`src/rtl/txframe_pkg.sv`:
```
package txframe_pkg;
  localparam int ID_W      = 2;
  localparam int ADDR_W    = 21;
  localparam int CRC_W     = 4;
  localparam int MAX_BYTES = 4;
  localparam int HDR_BITS  = ID_W + 3 + 1 + ADDR_W + 1;
  localparam int FRAME_MAX = HDR_BITS + 8 * MAX_BYTES;
  localparam int LEN_W     = $clog2(FRAME_MAX + 1);

  typedef struct packed {
    logic load;
    logic stepStart;
    logic stepFrame;
    logic stepCrc;
  } strobe_t;

  // one serial step of the x^4 + x + 1 remainder
  function automatic logic [CRC_W-1:0] crcStep(input logic [CRC_W-1:0] c, input logic b);
    logic fb;
    fb = b ^ c[CRC_W-1];
    crcStep = {c[CRC_W-2:0], 1'b0} ^ (fb ? 4'b0011 : 4'b0000);
  endfunction
endpackage

```
`src/rtl/cmd_frame_dp.sv`:
```
module cmd_frame_dp
  import txframe_pkg::*;
(
  input  logic                 clk,
  input  logic                 rstN,
  input  strobe_t              stb,
  input  logic [1:0]           cmdKind,
  input  logic [ID_W-1:0]      slaveId,
  input  logic [ADDR_W-1:0]    addr,
  input  logic [1:0]           sizeSel,
  input  logic                 isRead,
  input  logic [8*MAX_BYTES-1:0] wrData,
  output logic [LEN_W-1:0]     frameLen,
  output logic                 frameBit,
  output logic                 crcBit
);
  logic [FRAME_MAX-1:0] shiftReg, frameNext;
  logic [LEN_W-1:0]     lenNext;
  logic [CRC_W-1:0]     crcReg;
  logic [ADDR_W-1:0]    addrAdj;
  logic                 dsBit;
  logic [2:0]           nBytes;

  always_comb begin
    addrAdj = addr;
    dsBit   = 1'b0;
    nBytes  = 3'd1;
    if (sizeSel == 2'b01) begin
      addrAdj[0] = 1'b0;
      dsBit      = 1'b1;
      nBytes     = 3'd2;
    end else if (sizeSel[1]) begin
      addrAdj[1:0] = 2'b01;
      dsBit        = 1'b1;
      nBytes       = 3'd4;
    end
  end

  always_comb begin
    frameNext = '0;
    lenNext   = '0;
    case (cmdKind)
      2'b00: begin
        frameNext[FRAME_MAX-1 -: HDR_BITS] = {slaveId, 3'b100, isRead, addrAdj, dsBit};
        lenNext = LEN_W'(HDR_BITS);
        if (!isRead) begin
          for (int i = 0; i < MAX_BYTES; i++) begin
            if (i < int'(nBytes))
              frameNext[FRAME_MAX-HDR_BITS-1-8*i -: 8] = wrData[8*i +: 8];
          end
          lenNext = LEN_W'(HDR_BITS) + LEN_W'({nBytes, 3'b000});
        end
      end
      2'b01: begin
        frameNext[FRAME_MAX-1 -: ID_W+3] = {slaveId, 3'b010};
        lenNext = LEN_W'(ID_W + 3);
      end
      default: begin
        frameNext[FRAME_MAX-1 -: ID_W+6] = {slaveId, 6'b111111};
        lenNext = LEN_W'(ID_W + 6);
      end
    endcase
  end

  always_ff @(posedge clk or negedge rstN) begin
    if (!rstN) begin
      shiftReg <= '0;
      crcReg   <= '0;
      frameLen <= '0;
    end else if (stb.load) begin
      shiftReg <= frameNext;
      crcReg   <= '0;
      frameLen <= lenNext;
    end else if (stb.stepStart) begin
      crcReg <= crcStep(crcReg, 1'b1);
    end else if (stb.stepFrame) begin
      crcReg   <= crcStep(crcReg, shiftReg[FRAME_MAX-1]);
      shiftReg <= {shiftReg[FRAME_MAX-2:0], 1'b0};
    end else if (stb.stepCrc) begin
      crcReg <= {crcReg[CRC_W-2:0], 1'b0};
    end
  end

  assign frameBit = shiftReg[FRAME_MAX-1];
  assign crcBit   = crcReg[CRC_W-1];

  // the control advances one thing at a time
  assert_strobe_onehot_R3: assert property (@(posedge clk) disable iff (!rstN)
    $onehot0({stb.load, stb.stepStart, stb.stepFrame, stb.stepCrc}));
  // no frame is shorter than the data-poll frame
  assert_len_min_R8: assert property (@(posedge clk) disable iff (!rstN)
    stb.load |=> (frameLen >= LEN_W'(ID_W + 3)));
endmodule

```
`src/rtl/cmd_frame_ctrl.sv`:
```
module cmd_frame_ctrl
  import txframe_pkg::*;
#(
  parameter int ECHO_CELLS = 16
) (
  input  logic             clk,
  input  logic             rstN,
  input  logic             start,
  input  logic [LEN_W-1:0] frameLen,
  input  logic             frameBit,
  input  logic             crcBit,
  output strobe_t          stb,
  output logic             busy,
  output logic             done,
  output logic             busClk,
  output logic             dataOut,
  output logic             dataOe
);
  localparam int CNT_MAX = (FRAME_MAX > ECHO_CELLS) ? FRAME_MAX : ECHO_CELLS;
  localparam int CW      = $clog2(CNT_MAX + 1);

  typedef enum logic [2:0] {S_IDLE, S_START, S_FRAME, S_CRC, S_ECHO} state_e;
  state_e        state;
  logic          phLow;
  logic [CW-1:0] cnt;

  always_comb begin
    stb.load      = (state == S_IDLE) && start;
    stb.stepStart = (state == S_START) && phLow;
    stb.stepFrame = (state == S_FRAME) && phLow;
    stb.stepCrc   = (state == S_CRC) && phLow;
  end

  always_ff @(posedge clk or negedge rstN) begin
    if (!rstN) begin
      state <= S_IDLE;
      phLow <= 1'b0;
      cnt   <= '0;
      done  <= 1'b0;
    end else begin
      done <= 1'b0;
      if (state == S_IDLE) begin
        phLow <= 1'b0;
        if (start) state <= S_START;
      end else if (!phLow) begin
        phLow <= 1'b1;
      end else begin
        phLow <= 1'b0;
        case (state)
          S_START: begin
            state <= S_FRAME;
            cnt   <= CW'(frameLen) - CW'(1);
          end
          S_FRAME: begin
            if (cnt == '0) begin
              state <= S_CRC;
              cnt   <= CW'(CRC_W - 1);
            end else cnt <= cnt - CW'(1);
          end
          S_CRC: begin
            if (cnt == '0) begin
              state <= S_ECHO;
              cnt   <= CW'(ECHO_CELLS - 1);
            end else cnt <= cnt - CW'(1);
          end
          default: begin
            if (cnt == '0) begin
              state <= S_IDLE;
              done  <= 1'b1;
            end else cnt <= cnt - CW'(1);
          end
        endcase
      end
    end
  end

  always_comb begin
    case (state)
      S_START: dataOut = 1'b0;
      S_FRAME: dataOut = ~frameBit;
      S_CRC:   dataOut = ~crcBit;
      default: dataOut = 1'b1;
    endcase
  end

  assign busy   = (state != S_IDLE);
  assign dataOe = busy;
  assign busClk = ~phLow;

  // a transfer only begins from an accepted request
  assert_accept_from_start_R2: assert property (@(posedge clk) disable iff (!rstN)
    $rose(busy) |-> $past(start));
  // data holds across the falling clock edge
  assert_setup_before_fall_R3: assert property (@(posedge clk) disable iff (!rstN)
    $fell(busClk) |-> $stable(dataOut));
  // completion is a single-cycle pulse
  assert_done_pulse_R12: assert property (@(posedge clk) disable iff (!rstN)
    done |=> !done);
  // line already released when completion is reported
  assert_done_released_R12: assert property (@(posedge clk) disable iff (!rstN)
    done |-> (!busy && !dataOe && busClk));
endmodule

```
`src/rtl/cmd_frame_tx.sv`:
```
module cmd_frame_tx
  import txframe_pkg::*;
#(
  parameter int ECHO_CELLS = 16
) (
  input  logic        clk,
  input  logic        rstN,
  input  logic        start,
  input  logic [1:0]  cmdKind,
  input  logic [1:0]  slaveId,
  input  logic [20:0] addr,
  input  logic [1:0]  sizeSel,
  input  logic        isRead,
  input  logic [31:0] wrData,
  output logic        busy,
  output logic        done,
  output logic        busClk,
  output logic        dataOut,
  output logic        dataOe
);
  strobe_t          stb;
  logic [LEN_W-1:0] frameLen;
  logic             frameBit, crcBit;

  cmd_frame_ctrl #(.ECHO_CELLS(ECHO_CELLS)) u_ctrl (
    .clk(clk), .rstN(rstN), .start(start), .frameLen(frameLen),
    .frameBit(frameBit), .crcBit(crcBit), .stb(stb), .busy(busy),
    .done(done), .busClk(busClk), .dataOut(dataOut), .dataOe(dataOe)
  );

  cmd_frame_dp u_dp (
    .clk(clk), .rstN(rstN), .stb(stb), .cmdKind(cmdKind), .slaveId(slaveId),
    .addr(addr), .sizeSel(sizeSel), .isRead(isRead), .wrData(wrData),
    .frameLen(frameLen), .frameBit(frameBit), .crcBit(crcBit)
  );
endmodule

```
`config.mk`:
```
export PLATFORM = sky130hd
export DESIGN_NAME = cmd_frame_tx
export DESIGN_NICKNAME = d
export VERILOG_FILES = /design/src/rtl/txframe_pkg.sv /design/src/rtl/cmd_frame_dp.sv /design/src/rtl/cmd_frame_ctrl.sv /design/src/rtl/cmd_frame_tx.sv
export SDC_FILE = /design/constraint.sdc
export NUM_CORES = 1
export LEC_CHECK = 0
export BUFFER_PORTS_ARGS = -buffer_cell sky130_fd_sc_hd__buf_2
export CAP_MARGIN = 20
export CORE_ASPECT_RATIO = 1.4
export CORE_MARGIN = 2
export CORE_UTILIZATION = 45
export CTS_CLUSTER_DIAMETER = 120
export DETAILED_ROUTE_END_ITERATION = 10
export HOLD_SLACK_MARGIN = 0.03
export PLACE_DENSITY = 0.66
export SLEW_MARGIN = 25
export SYNTH_ARGS = -nofsm -noshare
export SYNTH_HDL_FRONTEND = slang
export SYNTH_HIERARCHICAL = 1
export SYNTH_SLANG_ARGS = --single-unit
```
`constraint.sdc`:
```
create_clock -name clk -period 2.8 [get_ports clk]
set_input_delay 0.56 -clock clk [delete_from_list [all_inputs] [get_ports clk]]
set_output_delay 0.56 -clock clk [all_outputs]
set_load 0.02 [all_outputs]
```
==> flow_summary.ini <==
[placement]
post-place-cells = 616
gp_congestion = 0.8510
hpwl_microns = 6378
post_dp_cell_area_sq_mm = 0.004456
port_buffers = 67

[grt]
grt-ovfl-total = 0
grt_max_degree = 52
antenna_found_initial = 0
grt_pass1_wl_microns = 16140
grt_pass1_vias = 3459
track_usage_pct = 20.68

[sta]
tns_ps = 0
fin_skew_ps = 6.978
slew_violations = 0
max_freq_ghz = 0.4235
rsz0062_at_grt = false
worstMarginPinSlew_ps = 634.6
hold_violations = 0
post-route-min-period_ps = 2361
slew_headroom_pct = 57.60
setup_viol = 0
min_period_over_period_pct = 84.33

[yosys]
synth.area.top_cells = dfrtp_1, o21ai_0, a21oi_1
synth_edf_count = 0
syn_area_sq_mm = 0.004036
synth.distinct_cells = 56
async_reset_ff_share_pct = 100.0
syn_nets = 533
synth_cells = 468
yosys-top-cells-count = dfrtp_1, nand2_1, nor2_1, o21ai_0, a21oi_1
ys_ff_latch = 80
ys_seq_area_share_pct = 49.60
synthMostInstantiatedCell = dfrtp_1
synth_flop_cell = dfrtp_1
synthDominantCellAreaShare_pct = 49.60
yosys_warnings = 6
syn_avg_cell_area_sq_um = 8.625
synth_area_leader_cell = dfrtp_1

[worst_hold_path]
hp-class = input port to asynchronous set/reset pin

[worst_setup_path]
ff2ff_path_depth = 6
cp_max_fo = 8
rrSetupSlack_ps = 440
required_ps = 3020
worstReg2RegEnd = u_ctrl/cnt[5]$_DFFE_PN0P_
path_class = register to register
cpMaxStageDelayCell = or4b_4
rr_startpoint = u_ctrl/cnt[0]$_DFFE_PN0P_
max_stage_delay_ps = 550
crit_path_cell_trace = inv_1 -> ha_1 -> or4b_4 -> or3b_4 -> and4_4 -> a221o_1
crit_start = u_ctrl/cnt[0]$_DFFE_PN0P_
crit_arrival_ps = 2580
setup.worst_path.start_class = register
crit_path_end_kind = register

[clock_tree]
insertion_delay_ps = 340
clk_pin_slew_worst_paths_ps = 60
clock_path_buffers = 2
cts_resized = 0
cts_root_buf = clkbuf_16
cts_made_buffers = 9
ctsHtreeMaxLevel = 3
cts_tree = done
cts_hold_buf = 0
cts_setup_buffers = 0
numClockSinks = 80

[drt]
drc_errors = 0
drt-total-wl_microns = 9284
postRouteAntennaNets = 0
vias = 3536
dr.pass1.iters = 5
wire_per_inst_microns = 14.69
drt_iter0_markers = 211
via_per_inst = 5.595

[power]
p_sw_mw = 1.728
p_int_mw = 3.259
p_leak_nw = 2.101
power.density_mw_per_mm2 = 1044
seq_power_share_pct = 42.4
ir_drop_uv = 590.9
p_clk_share_pct = 25.5
combPwrFrac_pct = 32.1
swShare_pct = 34.65

[finish]
fin_util_pct = 55.17
fin_area_sq_mm = 0.004777
drive_gt1_share_pct = 19.92
diodes = 0
ff_latch_area_sq_mm = 0.002002
final_nets = 587
syn2layout_area_growth_pct = 18.35
stdcell_count = 632
multiInputGateArea_sq_mm = 0.001823
n_fill_cell = 826

[floorplanning]
dieArea_sq_mm = 0.009754
dieHeight_microns = 116.1
ios = 68
start_util_pct = 46.62
rows = 40
die_x_microns = 84.05
core-area_sq_mm = 0.008658

[outcome]
status = finished clean

[job]
maxCapViolCount = 0
-- logic make-up after synthesis --
family / after synthesis / share of synthesized area (%)
adder cells (fa/ha/maj): 2 / 0.6199
buffers and inverters: 47 / 5.362
AND/OR/NAND/NOR: 166 / 18.35
multiplexers: 9 / 2.294
other: 1 / 0.09291
XOR/XNOR: 6 / 1.302
AO/OA/AOI/OAI: 157 / 22.38
flip-flops: 80 / 49.60
-- power by group through the flow --
stage | clock, mW | sequential (mW) | combinational (mW)
global placement | 0 | 2.11 | 1.55
CTS | 1.30 | 2.11 | 1.61
detailed placement | 0 | 2.13 | 1.60
finish | 1.27 | 2.12 | 1.60
floorplan | 0 | 1.97 | 1.33
global route | 1.35 | 2.20 | 1.84
-- worst max path at each step --
stage	end	slack (ps)	cells after the start
global route	u_dp/shiftReg[4]$_DFFE_PN0P_	150	6
finish	u_ctrl/cnt[5]$_DFFE_PN0P_	440	6
global placement	u_ctrl/cnt[5]$_DFFE_PN0P_	490	6
detailed placement	u_dp/shiftReg[4]$_DFFE_PN0P_	460	6
floorplan	u_ctrl/cnt[5]$_DFFE_PN0P_	560	7
CTS	u_dp/shiftReg[4]$_DFFE_PN0P_	450	6
-- cell usage in the layout, fill, tap and decap left out, types with 2 or more instances in the layout --
| master | count |
|---|---|
| nand2_1 | 70 |
| a211oi_1 | 3 |
| mux2_2 | 2 |
| a31oi_1 | 5 |
| a22oi_1 | 3 |
| xnor2_1 | 2 |
| nor3b_1 | 4 |
| clkbuf_16 | 9 |
| nor2_1 | 67 |
| o21ai_0 | 60 |
| a22o_1 | 2 |
| dfrtp_1 | 80 |
| a21o_1 | 2 |
| ha_1 | 2 |
| mux2i_1 | 7 |
| nor2b_1 | 6 |
| buf_4 | 8 |
| inv_1 | 13 |
| bufinv_16 | 2 |
| o21ai_1 | 6 |
| a311o_1 | 2 |
| buf_12 | 3 |
| a21oi_1 | 58 |
| buf_2 | 66 |
| and2_1 | 2 |
| nor3_1 | 5 |
| clkinv_2 | 3 |
| xor2_1 | 4 |
-- worst max-delay path, delay by kind of cell, from the launching register on --
family / cells / cell delay [ps]
AOI/OAI and AO/OA: 1 / 260
adders and majority gates: 1 / 250
buffers and inverters: 1 / 100
DFF: 1 / 420
and+or+nand+nor: 3 / 1210
-- final cells by class --
type | count | share of cell area, %
clock buffer | 10 | 5.003
inverter | 13 | 1.021
tap | 105 | 2.750
multi-input combinational | 341 | 38.16
clock inverter | 6 | 1.729
timing repair buffer | 77 | 9.429
sequential | 80 | 41.91
-- metal layers --
layer  GRT usage, %  vias to the layer above  routed length [microns]
met3          4.345                       16                      460
met2          34.07                       96                     4630
li1               -                     1710                        -
met5              0                        -                        0
met4          10.22                        0                      219
met1          25.95                     1714                     3973
-- stage by stage --
| stage | hold WS, ps | total power [mW] | setup slack (ps) |
|---|---|---|---|
| 4_1_cts | 249.2 | 5.025 | 449.6 |
| 5_1_grt | 285.2 | 5.378 | 147.6 |
| 3_5_place_dp | 485.6 | 3.733 | 461.4 |
| 2_1_floorplan | 264.4 | 3.295 | 557.8 |
| 6_report | 227.5 | 4.987 | 438.8 |
| 3_3_place_gp | 470.8 | 3.652 | 486.0 |
-- sequential cells by signal, indices dropped and copies added, names as in the netlist --
signal	count
u_dp/shiftReg	60
u_ctrl/done	1
u_dp/crcReg	4
u_ctrl/phLow	1
u_dp/frameLen	5
u_ctrl/cnt	6
u_ctrl/state	3
Note: power is estimated with default switching activity, not from simulation.
